### src/rtl/a20m_pkg.sv
package a20m_pkg;

  typedef enum logic [1:0] {
    MODE_REAL  = 2'b00,
    MODE_PROT  = 2'b01,
    MODE_V86   = 2'b10,
    MODE_SMM   = 2'b11
  } cpu_mode_e;

  typedef enum logic [1:0] {
    KIND_RD    = 2'b00,
    KIND_WR    = 2'b01,
    KIND_SNOOP = 2'b10,
    KIND_FLUSH = 2'b11
  } req_kind_e;

  // Linear-tag traffic has the upper kind bit clear.
  function automatic logic kind_is_linear(input logic [1:0] k);
    return (k == KIND_RD) || (k == KIND_WR);
  endfunction

endpackage

### src/rtl/a20m_gate.sv
module a20m_gate
  import a20m_pkg::*;
#(
  parameter int ADDR_W   = 32,
  parameter int MASK_BIT = 20
) (
  input  logic [1:0]        mode,
  input  logic              force_low,
  input  logic [1:0]        kind,
  input  logic [ADDR_W-1:0] addr_in,
  output logic [ADDR_W-1:0] addr_out
);

  localparam logic [ADDR_W-1:0] CLR_MASK = ~(ADDR_W'(1) << MASK_BIT);

  logic mode_ok;
  logic apply;

  always_comb begin
    mode_ok  = (mode == MODE_REAL);
    apply    = force_low && mode_ok && kind_is_linear(kind);
    addr_out = apply ? (addr_in & CLR_MASK) : addr_in;
  end

endmodule

### src/rtl/a20m_bp_bank.sv
module a20m_bp_bank #(
  parameter int ADDR_W = 32,
  parameter int NUM_BP = 4,
  localparam int IDX_W = (NUM_BP > 1) ? $clog2(NUM_BP) : 1
) (
  input  logic              clk,
  input  logic              rst_n,
  input  logic              wr_en,
  input  logic [IDX_W-1:0]  wr_sel,
  input  logic [ADDR_W-1:0] wr_addr,
  input  logic              wr_arm,
  input  logic [ADDR_W-1:0] probe_addr,
  output logic [NUM_BP-1:0] hit
);

  logic [ADDR_W-1:0] slot_addr [NUM_BP];
  logic [NUM_BP-1:0] slot_arm;

  for (genvar i = 0; i < NUM_BP; i++) begin : g_slot
    always_ff @(posedge clk) begin
      if (!rst_n) begin
        slot_addr[i] <= '0;
        slot_arm[i]  <= 1'b0;
      end else if (wr_en && (wr_sel == IDX_W'(i))) begin
        slot_addr[i] <= wr_addr;
        slot_arm[i]  <= wr_arm;
      end
    end

    always_comb hit[i] = slot_arm[i] && (slot_addr[i] == probe_addr);
  end

endmodule

### src/rtl/a20m_out_stage.sv
module a20m_out_stage #(
  parameter int W = 8
) (
  input  logic         clk,
  input  logic         rst_n,
  input  logic         in_valid,
  output logic         in_ready,
  input  logic [W-1:0] in_data,
  output logic         out_valid,
  input  logic         out_ready,
  output logic [W-1:0] out_data
);

  always_comb in_ready = !out_valid || out_ready;

  always_ff @(posedge clk) begin
    if (!rst_n) begin
      out_valid <= 1'b0;
      out_data  <= '0;
    end else if (in_ready) begin
      out_valid <= in_valid;
      if (in_valid) out_data <= in_data;
    end
  end

  // a stalled result must not move
  a_r8_hold_when_stalled: assert property (@(posedge clk) disable iff (!rst_n)
    (out_valid && !out_ready) |=> (out_valid && $stable(out_data)));

endmodule

### src/rtl/a20_mask_unit.sv
module a20_mask_unit
  import a20m_pkg::*;
#(
  parameter int ADDR_W   = 32,
  parameter int MASK_BIT = 20,
  parameter int NUM_BP   = 4,
  localparam int IDX_W   = (NUM_BP > 1) ? $clog2(NUM_BP) : 1
) (
  input  logic              clk,
  input  logic              rst_n,
  input  logic [1:0]        cpu_mode,
  input  logic              a20_force_low,
  input  logic              req_valid,
  output logic              req_ready,
  input  logic [1:0]        req_kind,
  input  logic [ADDR_W-1:0] req_addr,
  input  logic              bp_wr_en,
  input  logic [IDX_W-1:0]  bp_wr_sel,
  input  logic [ADDR_W-1:0] bp_wr_addr,
  input  logic              bp_wr_arm,
  output logic              rsp_valid,
  input  logic              rsp_ready,
  output logic [ADDR_W-1:0] rsp_addr,
  output logic [1:0]        rsp_kind,
  output logic [NUM_BP-1:0] rsp_bp_hit
);

  localparam int PAY_W = ADDR_W + 2 + NUM_BP;

  logic [ADDR_W-1:0] eff_addr;
  logic [NUM_BP-1:0] hit_now;
  logic [PAY_W-1:0]  pay_in;
  logic [PAY_W-1:0]  pay_out;

  a20m_gate #(.ADDR_W(ADDR_W), .MASK_BIT(MASK_BIT)) u_gate (
    .mode     (cpu_mode),
    .force_low(a20_force_low),
    .kind     (req_kind),
    .addr_in  (req_addr),
    .addr_out (eff_addr)
  );

  a20m_bp_bank #(.ADDR_W(ADDR_W), .NUM_BP(NUM_BP)) u_bp (
    .clk       (clk),
    .rst_n     (rst_n),
    .wr_en     (bp_wr_en),
    .wr_sel    (bp_wr_sel),
    .wr_addr   (bp_wr_addr),
    .wr_arm    (bp_wr_arm),
    .probe_addr(eff_addr),
    .hit       (hit_now)
  );

  always_comb pay_in = {req_kind, hit_now, eff_addr};

  a20m_out_stage #(.W(PAY_W)) u_out (
    .clk      (clk),
    .rst_n    (rst_n),
    .in_valid (req_valid),
    .in_ready (req_ready),
    .in_data  (pay_in),
    .out_valid(rsp_valid),
    .out_ready(rsp_ready),
    .out_data (pay_out)
  );

  always_comb begin
    rsp_addr   = pay_out[ADDR_W-1:0];
    rsp_bp_hit = pay_out[ADDR_W +: NUM_BP];
    rsp_kind   = pay_out[PAY_W-1 -: 2];
  end

  // an accepted request shows up on the next cycle
  a_r7_one_cycle: assert property (@(posedge clk) disable iff (!rst_n)
    (req_valid && req_ready) |=> rsp_valid);

  // non-Real modes never alter the address
  a_r2_mode_bypass: assert property (@(posedge clk) disable iff (!rst_n)
    (req_valid && req_ready && cpu_mode != MODE_REAL) |=> (rsp_addr == $past(req_addr)));

  // physical-tag kinds never alter the address
  a_r3_phys_bypass: assert property (@(posedge clk) disable iff (!rst_n)
    (req_valid && req_ready && req_kind[1]) |=> (rsp_addr == $past(req_addr)));

  // masked request clears only the mask bit
  a_r1_bit_cleared: assert property (@(posedge clk) disable iff (!rst_n)
    (req_valid && req_ready && cpu_mode == MODE_REAL && a20_force_low && !req_kind[1])
      |=> (!rsp_addr[MASK_BIT] && ((rsp_addr ^ $past(req_addr)) & ~(ADDR_W'(1) << MASK_BIT)) == '0));

  // ready is low exactly while a result is stalled
  a_r8_ready_rule: assert property (@(posedge clk) disable iff (!rst_n)
    req_ready == (!rsp_valid || rsp_ready));

endmodule

### config.mk
export PLATFORM = sky130hd
export DESIGN_NAME = a20_mask_unit
export DESIGN_NICKNAME = d
export VERILOG_FILES = /design/src/rtl/a20m_pkg.sv /design/src/rtl/a20m_gate.sv /design/src/rtl/a20m_bp_bank.sv /design/src/rtl/a20m_out_stage.sv /design/src/rtl/a20_mask_unit.sv
export SDC_FILE = /design/constraint.sdc
export NUM_CORES = 1
export LEC_CHECK = 0
export ABC_AREA = 1
export BUFFER_PORTS_ARGS = -buffer_cell sky130_fd_sc_hd__buf_4
export CORE_ASPECT_RATIO = 1.75
export CORE_UTILIZATION = 25
export DETAILED_ROUTE_END_ITERATION = 16
export GPL_TIMING_DRIVEN = 0
export PLACE_DENSITY = 0.45
export SETUP_SLACK_MARGIN = 0.3
export SLEW_MARGIN = 20
export SYNTH_ARGS = -nofsm -noshare
export SYNTH_HDL_FRONTEND = slang
export SYNTH_SLANG_ARGS = --single-unit
export TNS_END_PERCENT = 10
### constraint.sdc
create_clock -name clk -period 4.79 [get_ports clk]
set_clock_uncertainty 0.1 [all_clocks]
set_input_delay 0.958 -clock clk [delete_from_list [all_inputs] [get_ports clk]]
set_output_delay 0.958 -clock clk [all_outputs]
set_load 0.02 [all_outputs]
## Yosys cells after proc, flatten, opt, wreduce, memory -nomap -nowiden

Memory sizes are Yosys's and may differ from the RTL's.
Cells that the tools add are included.
W data, S select, Z words.

| operators by class | value |
|---|---|
| equal/unequal tests | 8 |
| multiplexer cells | 18 |
| bitwise logic cells | 4 |
| reductions and logical operators | 17 |

Operator list:

| kind | number |
|---|---|
| $eq A32 B32 Y1 | 4 |
| $mux W32 | 4 |
| $mux W21 | 1 |
| $mux W1 | 13 |
| $logic_and A1 B1 Y1 | 10 |
| $logic_not A2 Y1 | 3 |
| $eq A2 B1 Y1 const B | 2 |
| $eq A2 B2 Y1 const B | 2 |
| $or A1 B1 Y1 | 4 |
| $logic_or A1 B1 Y1 | 2 |
| $reduce_and A2 Y1 | 1 |
| $logic_not A1 Y1 | 1 |

| word-level totals | value |
|---|---|
| register bits | 43 |
| memory bits (writable) | 128 |
| input bits | 77 |
| output and inout bits | 40 |
| memories | 1 |

Memory list:

| name | words | width | read ports | clocked after Yosys merged registers in | wr ports | line | source |
|---|---|---|---|---|---|---|---|
| u_bp.slot_addr | 4 | 32 | 4 | 0 | 4 | a20m_bp_bank.sv:16 | `logic [ADDR_W-1:0] slot_addr [NUM_BP];` |

## Logic depth before layout (Yosys ltp)

| depth | value |
|---|---|
| depth after elaboration | 6 |
| gate-level depth with buffers | 10 |
| gate-level depth less buffers | 10 |

## Hierarchy

From an unflattened synthesis, not the netlist that was laid out.

| unflattened totals | value |
|---|---|
| cell total of the unflattened synthesis | 1117 |
| area, all modules | 9069.9 um^2 |

By module, submodules not included:

| module | instances | cells an instance | area an instance (um^2) | sequential area each (um^2) |
|---|---|---|---|---|
| a20m_bp_bank | 1 | 827 | 6899.1 | 3923.8 |
| a20m_out_stage | 1 | 254 | 1918.1 | 780.7 |
| a20m_gate | 1 | 36 | 252.7 | 0.0 |

## Worst setup path after synthesis

OpenSTA, ideal clock, no wires.

| path | value |
|---|---|
| path type | input to register |
| start | in bp_wr_sel[0] |
| end | mem u_bp.slot_addr[3][0], in the netlist u_bp.slot_addr[1][32] (enable) |
| setup time | 389 ps |
| arrival | 1984 ps |
| required time | 4301 ps |
| slack | 2316 ps |
| stages on the path | 4 |
| buffers on the path | 0 |
| cells stage by stage | inv_1 nor3_1 inv_1 nand2_1 |

RTL lines:

| element | line | source |
|---|---|---|
| from (decl) | a20_mask_unit.sv:18 | `input logic [IDX_W-1:0] bp_wr_sel,` |
| to (decl) | a20m_bp_bank.sv:16 |  |

## Worst setup path in the final report

| path | value |
|---|---|
| start | in rsp_ready |
| end | out req_ready |

| between the ends | value |
|---|---|
| word-level cells in the longest chain between the ends | 1 |

Ends and longest elaborated chain:

| element | line | source |
|---|---|---|
| from (decl) | a20_mask_unit.sv:22 | `input logic rsp_ready,` |
| $logic_or A1 B1 Y1 | a20m_out_stage.sv:14 | `always_comb in_ready = !out_valid \|\| out_ready;` |
| to (decl) | a20_mask_unit.sv:14 | `output logic req_ready,` |

No other way between the ends.

==> impl_metrics.yaml <==
logic_synthesis:
  synth_edf_count: 128
  synth-warning-count: 0
  yosysSeqAreaShare_pct: 57.1
  avgSynthCellArea_um2: 7.97
  synth_most_common_cell: "nand2_1"
  synth.distinct_cells: 21
  syn_nets: 1111
  syn-cell-area_um2: 8240
  synth_async_sr_flop_share_pct: 0
  synth_area_leader_cell: "edfxtp_1"
  synth_top_cells_by_count: "300 x nand2_1, 216 x nor2_1, 166 x inv_1"
  ys.flop_type: "edfxtp_1"
  postSynthCellCount: 1034
  synth_top_area_share_pct: 46.6
  synth-seq-cells: 171
  ys_top_cells_by_area: "edfxtp_1 47%, nand2_1 14%, dfxtp_1 10%"
pwr:
  seqPwrFrac_pct: 47.8
  swShare_pct: 26.2
  leakagePower_nw: 4.81
  p_int_mw: 2.71
  powerDensity_nw_per_um2: 358
  p_comb_share_pct: 13.4
  vdd_drop_max_uv: 259
  clockPowerShare_pct: 38.8
  finalPower_mw: 3.67
  power_switching_uw: 961
min_path:
  min-delay-path-class: "reg -> reg"
  min-delay-start: "u_out.out_data[34]"
floorplan:
  dieHeight_um: 242
  die_width_um: 139
  core-area_um2: 32300
  num_rows: 87
  start_util_pct: 25.5
  dieArea_um2: 33700
  io_pins: 117
clock_network:
  cts_tree: "yes"
  cts_max_level: 4
  clockRootBuffer: "clkbuf_16"
  numCtsBuffers: 17
  cts_resized: 0
  insertion_delay_ps: 440
  cts_buffer_depth: 2
  cts_sinks: 171
  cts_setup_buffers: 0
  clkTransAtPathRegs_ps: 70
  cts_hold_buf: 0
outcome:
  violations: "design-rule violations"
  status: "complete, but fails checks"
place:
  post-place-cells: 1552
  place_area_um2: 9670
  dp_slack_ps: 1960
  io_buffer_count: 116
  gp_congestion: 0.821
  hpwl_um: 22400
cells_and_area:
  syn_to_final_growth_pct: 24.5
  num-fill-cells: 3392
  final_cells: 1583
  final_nets: 1248
  layout-drive-gt1-share_pct: 14.5
  diodes: 0
  utilization_pct: 31.7
  stdcell_area_um2: 10300
worst_setup_path:
  cp-startpoint: "rsp_ready"
  path_common_cell: "buf_4"
  worstPathMaxFanout: 2
  max_stage_delay_ps: 160
  arrival_ps: 1360
  critPathLaunchType: "input port"
  rr_startpoint: "u_out.out_valid"
  required_ps: 3730
  setup.worst_path.class: "in -> out"
  crit_slowest_cell: "buf_4"
  worstSetupEndpointType: "primary output"
  worstPathCellList: "buf_4, inv_2, nand2_1, buf_4"
  reg2reg_slack_ps: 2950
route:
  via_per_inst: 4.29
  firstDrtPassIters: 10
  routed.top_layer: "met4"
  wl_met3_um: 871
  wl_per_cell_um: 18.0
  vias: 6793
  drt-initial-drc-count: 380
  drtAntennaViolNets: 0
  drc_errors: 3
  wirelength_um: 28500
  wl_met1_um: 10400
  wl_met2_um: 16200
timing:
  setup_ws_ps: 2370
  drv_slew: 0
  max_freq_ghz: 0.414
  finalHoldViolCount: 0
  fin_crit_ps: 2420
  finalSetupTns_ps: 0
  setup_viol: 0
  rsz0062_at_grt: "no"
  tightest_slew_ps: 999
  period_share_pct: 50.5
  whs_ps: 382
  maxSlewHeadroom_pct: 33.4
global_route:
  grt_pass1_wl_um: 41100
  antenna_found_initial: 0
  first_global_vias: 6690
  grt_overflow: 0
  track_usage_pct: 17.3
  grt_max_degree: 34
job:
  max_cap_viol_count: 0
-- sequential cells by signal, summed over array words and instances (netlist names) --
name             flops
u_out.out_valid      1
u_out.out_data      38
u_bp.slot_addr     128
u_bp.slot_arm        4
-- cells by family (layout without fill, tap and decap cells) --
family	count (synthesis)	count (layout)	synth area share [%]
AOI/OAI and AO/OA	96	96	6.03
and+or+nand+nor	546	546	25.5
buffers and inverters	201	350	9.30
xor gates and xnor gates	20	20	2.13
DFF	171	171	57.1
-- power by group through the flow --
| stage | clock network, mW | logic [mW] | registers, mW |
|---|---|---|---|
| 6_report | 1.42 | 0.494 | 1.75 |
| 5_1_grt | 1.50 | 0.547 | 1.77 |
| 4_1_cts | 1.45 | 0.507 | 1.75 |
| 3_5_place_dp | 0 | 0.505 | 1.79 |
| 3_3_place_gp | 0 | 0.495 | 1.78 |
| 2_1_floorplan | 0 | 0.233 | 1.80 |
-- path summary, 6_finish.rpt --
kind | depth (start not counted) | to
worst max-delay path | 4 | req_ready
worst min-delay path | 2 | u_out.out_data[34]
worst min register to register | 2 | u_out.out_data[34]
worst max register to register | 4 | u_out.out_data[15]
-- layout make-up --
cell class                 count  area (um^2)  share of cell area [%]
buffer                        23         98.8                   0.964
clock inverter                 9          120                    1.17
tap                          400          500                    4.88
clock buffer                  22          464                    4.52
sequential                   171         4700                    45.9
multi-input combinational    662         2780                    27.1
timing repair buffer         118          926                    9.03
inverter                     178          668                    6.51
-- layout by cell type, fill, tap and decap left out, types with 2 or more instances in the layout --
cell type  count
a21oi_1       36
buf_16         2
buf_2          9
buf_4        116
bufinv_16      3
clkbuf_1      16
clkbuf_16     17
clkbuf_8       2
clkinv_1       2
clkinv_2       3
dfxtp_1       43
edfxtp_1     128
inv_1        166
inv_2         12
nand2_1      298
nand2_2        2
nand3_1       16
nand4_1        7
nor2_1       216
nor3_1         4
o21ai_0       55
o22ai_1        2
or2_2          3
xnor2_1       15
xor2_1         5
-- routing by layer --
metal	GRT usage [%]	vias to the layer above
li1	-	3466
met1	17.0	3162
met2	34.4	129
met3	3.22	36
met4	7.32	0
met5	0	-
-- worst max-delay path: cells and delay by family --
kind          cells  cell delay (ps)
buf+inv           3              330
simple gates      1               70
No activity file was read; power rests on OpenSTA's default activity.
